===== config.mk =====
export PLATFORM = sky130hd
export DESIGN_NAME = thermal_rate_ctrl
export DESIGN_NICKNAME = d
export VERILOG_FILES = /design/src/rtl/thermal_rate_pkg.sv /design/src/rtl/trc_regs.sv /design/src/rtl/trc_decide.sv /design/src/rtl/trc_rate_gen.sv /design/src/rtl/thermal_rate_ctrl.sv
export SDC_FILE = /design/constraint.sdc
export NUM_CORES = 1
export LEC_CHECK = 0
export ABC_CLOCK_PERIOD_IN_PS = 2160
export BUFFER_PORTS_ARGS = -buffer_cell sky130_fd_sc_hd__buf_2
export CAP_MARGIN = 20
export CORE_UTILIZATION = 35
export DETAILED_ROUTE_END_ITERATION = 10
export PLACE_DENSITY = 0.59
export SYNTH_ARGS = -nofsm -noshare
export SYNTH_HDL_FRONTEND = slang
export SYNTH_SLANG_ARGS = --single-unit

===== constraint.sdc =====
create_clock -name clk -period 2.16 [get_ports clk]
set_clock_uncertainty 0.05 [all_clocks]
set_input_delay 0.54 -clock clk [delete_from_list [all_inputs] [get_ports clk]]
set_output_delay 0.54 -clock clk [all_outputs]
set_load 0.01 [all_outputs]

===== src/rtl/thermal_rate_pkg.sv =====
package thermal_rate_pkg;

    localparam int TEMP_W = 8;
    localparam int ADDR_W = 2;

    localparam logic [ADDR_W-1:0] ADDR_UPPER  = 2'd0;
    localparam logic [ADDR_W-1:0] ADDR_LOWER  = 2'd1;
    localparam logic [ADDR_W-1:0] ADDR_STATUS = 2'd2;

    localparam int ST_RATE_BIT = 0;
    localparam int ST_FLAG_BIT = 1;
    localparam int ST_BAD_BIT  = 2;

    typedef logic signed [TEMP_W-1:0] temp_t;

    typedef enum logic {
        RATE_FAST = 1'b0,
        RATE_SLOW = 1'b1
    } rate_e;

    typedef struct packed {
        logic  valid;
        temp_t value;
    } sample_t;

    typedef struct packed {
        logic              en;
        logic [ADDR_W-1:0] addr;
        logic [TEMP_W-1:0] data;
    } reg_wr_t;

    function automatic logic limits_bad(input temp_t lo, input temp_t hi);
        return lo >= hi;
    endfunction

endpackage


===== src/rtl/trc_regs.sv =====
module trc_regs
    import thermal_rate_pkg::*;
#(
    parameter temp_t RST_UPPER = 8'sd85,
    parameter temp_t RST_LOWER = 8'sd75
) (
    input  logic              clk,
    input  logic              rst,
    input  reg_wr_t           wr,
    input  logic [ADDR_W-1:0] rd_addr,
    input  logic              hot_evt,
    input  rate_e             applied,
    input  logic              thr_bad,
    output temp_t             upper,
    output temp_t             lower,
    output logic              flag,
    output logic [TEMP_W-1:0] rdata
);

    logic clr_req;
    assign clr_req = wr.en && (wr.addr == ADDR_STATUS) && wr.data[ST_FLAG_BIT];

    always_ff @(posedge clk) begin
        if (rst) begin
            upper <= RST_UPPER;
            lower <= RST_LOWER;
        end else if (wr.en) begin
            case (wr.addr)
                ADDR_UPPER: upper <= temp_t'(wr.data);
                ADDR_LOWER: lower <= temp_t'(wr.data);
                default: ;
            endcase
        end
    end

    always_ff @(posedge clk) begin
        if (rst)          flag <= 1'b0;
        else if (hot_evt) flag <= 1'b1;
        else if (clr_req) flag <= 1'b0;
    end

    always_comb begin
        rdata = '0;
        case (rd_addr)
            ADDR_UPPER:  rdata = upper;
            ADDR_LOWER:  rdata = lower;
            ADDR_STATUS: begin
                rdata[ST_RATE_BIT] = (applied == RATE_SLOW);
                rdata[ST_FLAG_BIT] = flag;
                rdata[ST_BAD_BIT]  = thr_bad;
            end
            default: rdata = '0;
        endcase
    end

endmodule


===== src/rtl/trc_decide.sv =====
module trc_decide
    import thermal_rate_pkg::*;
(
    input  logic    clk,
    input  logic    rst,
    input  sample_t smp,
    input  temp_t   upper,
    input  temp_t   lower,
    output rate_e   req,
    output logic    hot_evt,
    output logic    thr_bad
);

    logic want_slow;

    assign hot_evt = smp.valid && (smp.value >= upper);
    assign thr_bad = limits_bad(lower, upper);

    always_ff @(posedge clk) begin
        if (rst) begin
            want_slow <= 1'b1;
        end else if (smp.valid) begin
            if (smp.value >= upper)     want_slow <= 1'b1;
            else if (smp.value < lower) want_slow <= 1'b0;
        end
    end

    assign req = (want_slow || thr_bad) ? RATE_SLOW : RATE_FAST;

endmodule


===== src/rtl/trc_rate_gen.sv =====
module trc_rate_gen
    import thermal_rate_pkg::*;
#(
    parameter int DIV_LOG2 = 2
) (
    input  logic  clk,
    input  logic  rst,
    input  rate_e req,
    output rate_e applied,
    output logic  app_ce
);

    localparam logic [DIV_LOG2-1:0] LAST = '1;
    localparam logic [DIV_LOG2-1:0] STEP = 1;

    logic [DIV_LOG2-1:0] cnt;

    always_ff @(posedge clk) begin
        if (rst) begin
            cnt     <= '0;
            applied <= RATE_SLOW;
        end else begin
            cnt <= cnt + STEP;
            if (cnt == LAST) applied <= req;
        end
    end

    assign app_ce = (applied == RATE_FAST) || (cnt == '0);

endmodule


===== src/rtl/thermal_rate_ctrl.sv =====
module thermal_rate_ctrl
    import thermal_rate_pkg::*;
#(
    parameter int    DIV_LOG2  = 2,
    parameter temp_t RST_UPPER = 8'sd85,
    parameter temp_t RST_LOWER = 8'sd75
) (
    input  logic              clk,
    input  logic              rst,
    input  logic              temp_valid,
    input  logic [TEMP_W-1:0] temp_data,
    input  logic              reg_we,
    input  logic [ADDR_W-1:0] reg_addr,
    input  logic [TEMP_W-1:0] reg_wdata,
    output logic [TEMP_W-1:0] reg_rdata,
    output logic              app_ce,
    output logic              slow_mode,
    output logic              over_temp
);

    sample_t smp;
    reg_wr_t wr;
    temp_t   thr_upper;
    temp_t   thr_lower;
    logic    hot_evt;
    logic    thr_bad;
    rate_e   req;
    rate_e   applied;

    assign smp.valid = temp_valid;
    assign smp.value = temp_t'(temp_data);
    assign wr.en     = reg_we;
    assign wr.addr   = reg_addr;
    assign wr.data   = reg_wdata;

    trc_regs #(
        .RST_UPPER(RST_UPPER),
        .RST_LOWER(RST_LOWER)
    ) u_regs (
        .clk     (clk),
        .rst     (rst),
        .wr      (wr),
        .rd_addr (reg_addr),
        .hot_evt (hot_evt),
        .applied (applied),
        .thr_bad (thr_bad),
        .upper   (thr_upper),
        .lower   (thr_lower),
        .flag    (over_temp),
        .rdata   (reg_rdata)
    );

    trc_decide u_decide (
        .clk     (clk),
        .rst     (rst),
        .smp     (smp),
        .upper   (thr_upper),
        .lower   (thr_lower),
        .req     (req),
        .hot_evt (hot_evt),
        .thr_bad (thr_bad)
    );

    trc_rate_gen #(
        .DIV_LOG2(DIV_LOG2)
    ) u_rate (
        .clk     (clk),
        .rst     (rst),
        .req     (req),
        .applied (applied),
        .app_ce  (app_ce)
    );

    assign slow_mode = (applied == RATE_SLOW);

endmodule


==> results.md <==
- Switching part of the total: 29.8%
- Final Core Density: 47.6%
- H-tree Lvls: 1
- RSZ-0062 raised after global routing: true
- Area of the multi-input gates: 1050 um2
- Hold Crit Class: reg2reg
- Drt pass-1 iters: 4
- Top routing layer in use: met4
- Setup violators final: 1
- Clock period minus worst slack: 2.20 ns
- Final ANT Viol Nets: 0
- Hold Vio Cnt, Final: 0
- Core area: 4090 um2
- CP required: 1.57 ns
- Worst-skew pair later-pin latency: 0.26 ns
- Post-Synthesis Cells: 177
- Register Area: 433 um2
- Headroom to the max-slew limit: 71.9%
- Fillers: 406
- Sw Pwr: 0.280 mW
- Ys async rst share: 0%
- DR vias: 1,406
- Slew @ Worst Pin: 0.421 ns
- GRT overflow: 0
- Arrival @ worst endpoint: 1.61 ns
- Worst Slack Setup Final: -0.0367 ns
- Rows: 23
- Final WL: 3.89 mm
- YS warnings: 0
- Prevailing post-synth register cell: dfxtp_1
- # IOs: 33
- Seq/Total Area, Yosys: 27.7%
- Residual DRC: 0
- Width of the die: 67.9 um
- Initial core utilization: 37.2%
- Clock transition at path regs: 0.08 ns
- Final net count: 270
- Clock share of power: 28.8%
- Wire per inst: 14.3 um
- CTS Sinks: 21
- Total internal power: 0.658 mW
- Register share of total power: 45.3%
- Synth unique cells: 35
- Final Power: 0.937 mW
- Met2 wire len: 1.70 mm
- Final Wtd Congestion: 0.926
- WL met1: 1.98 mm
- CTS Root Cell: clkbuf_8
- CP Class: reg2out
- Share of cells above drive strength 1: 36.0%
- Crit end category: output pin
- Metal3 WL: 161 um
- CTS tree: built
- Fin. max-slew vios: 0
- Outcome: finished with violations
- Crit path max fanout: 3
- Cts hold-fix bufs: 0
- Max VDD drop: 0.000265 V
- Initial drt markers: 48
- Critical Path Start Type: flop
- Die Y: 67.9 um
- Area growth, synth to finish: 27.9%
- Global-route wire length before repair: 6.31 mm
- Avg Inst Size Synth: 8.59 um2
- Pwr Density: 482 nW/um2
- Max-cap viol count: 0
- Cell Area, Synth: 1520 um2
- Achievable frequency: 455 MHz
- Ant. Diodes: 0
- Comb pwr share: 25.9%
- Violated checks: setup timing
- Die area: 4610 um2
- Input/output buffers: 32
- Maximum clock insertion buffer count: 2
- Post-DP HPWL: 3.02 mm
- Pin count of the biggest net entering global routing: 23
- Vias in the first global route: 1,287
- Net count after synthesis: 224
- Initial antenna violation count: 0
- Yosys reg bits: 21
- Vias per cell: 5.17
- Static leakage: 0.930 nW
- Cts bufs inserted: 3
- Post-synth EDFFs: 0
- GRT Overall Usage: 18.4%
- Final worst-path cycle share: 102%
-- layout make-up --
type / count / share of cell area (%)
clock buffer: 4 / 2.32
tap: 50 / 3.22
inverter: 19 / 3.67
timing repair buffer: 48 / 14.4
multi-input combinational: 130 / 54.1
sequential: 21 / 22.3
-- stage by stage --
step	instances	setup slack (ns)	area [um2]	setup TNS (ns)	hold WS [ns]
floorplan	177	0.167	1520	0	0.367
global placement	264	0.0635	1790	0	0.384
detailed placement	264	0.0484	1790	0	0.399
CTS	272	-0.0459	1940	-0.0459	0.416
global route	272	-0.155	1940	-0.155	0.438
finish	272	-0.0367	1940	-0.0367	0.414
-- registers in the layout, indices dropped and copies added (netlist names) --
name,cells
u_regs.upper,8
u_rate.applied,1
u_regs.lower,8
u_rate.cnt,2
u_decide.want_slow,1
u_regs.flag,1
-- routing by layer --
layer  GRT usage, %  vias to the layer above
met2           28.3                       30
met3           2.83                        6
met4           3.65                        0
met1           26.9                      649
li1               -                      721
met5              0                        -
-- layout by cell type, fill, tap and decap left out, types with 2 or more instances in the layout --
cell type,count
buf_2,32
ha_1,22
nor2_1,19
buf_4,16
inv_1,14
mux2i_1,11
dfxtp_1,11
dfxtp_2,10
a21oi_1,8
nand2_1,7
o21ai_0,7
a211o_1,6
inv_2,5
nand3_1,5
and3_1,4
nor2b_1,3
nand2b_1,3
ha_4,3
clkbuf_8,3
nor3b_2,2
o21ai_1,2
a211o_2,2
a211oi_1,2
nor3_1,2
nor3b_1,2
o211ai_1,2
-- power groups by stage --
stage	Sequential, mW	Clock [mW]	Combinational, mW
after floorplan	0.428	0	0.138
after global placement	0.430	0	0.223
after detailed placement	0.430	0	0.223
final	0.424	0.270	0.243
after global routing	0.427	0.289	0.275
after CTS	0.424	0.269	0.243
-- final timing paths --
kind         cells after the start             from                  to  slack (ns)
max                              7  u_regs.upper[7]        reg_rdata[2]       -0.04
min                              1    u_rate.cnt[0]       u_rate.cnt[0]        0.41
max reg2reg                      7  u_regs.lower[7]  u_decide.want_slow        0.44
min reg2reg                      1    u_rate.cnt[0]       u_rate.cnt[0]        0.41
-- synthesized netlist by cell type (2+ instances only) --
| cell | count | share of area (%) |
|---|---|---|
| a211oi_1 | 2 | 0.99 |
| a211o_1 | 6 | 3.5 |
| ha_1 | 25 | 21 |
| o221ai_1 | 2 | 1.2 |
| a211o_2 | 2 | 1.3 |
| o211ai_1 | 2 | 0.99 |
| clkbuf_1 | 3 | 0.74 |
| nand2_1 | 7 | 1.7 |
| and3_1 | 4 | 1.6 |
| o21ai_0 | 9 | 3.0 |
| buf_6 | 2 | 1.5 |
| nor3b_1 | 4 | 2.0 |
| nor3_1 | 2 | 0.66 |
| nor2_1 | 20 | 4.9 |
| nor2b_1 | 3 | 1.2 |
| a21oi_1 | 9 | 3.0 |
| dfxtp_1 | 21 | 28 |
| nand3_1 | 5 | 1.6 |
| mux2i_1 | 11 | 7.2 |
| buf_2 | 2 | 0.66 |
| nand2b_1 | 4 | 1.6 |
| inv_1 | 19 | 4.7 |
-- what timing repair did --
item	in CTS	in global routing
gates cloned	0	0
resized for setup	25	1
pin swaps	11	1
endpoints found under the setup margin	1	1
hold endpoints to repair	0	0
buffers inserted	4	0
-- cell families (layout without fill, tap and decap cells) --
| logic type | after synthesis | count (layout) | synth area share [%] |
|---|---|---|---|
| buffers and inverters | 26 | 71 | 7.57 |
| and+or+nand+nor | 57 | 57 | 20.4 |
| adders and majority gates | 25 | 25 | 20.6 |
| AOI/OAI and AO/OA | 37 | 37 | 16.5 |
| DFF | 21 | 21 | 27.7 |
| muxes | 11 | 11 | 7.24 |
-- worst max-delay path: stages (launching register included) --
cell and delay [ns]:
dfxtp_2 0.34, inv_2 0.05, ha_4 0.26, nand4_1 0.12
nor2_2 0.12, a21oi_1 0.08, o31ai_1 0.21, buf_2 0.17
Note: power is estimated with default switching activity, not from simulation.
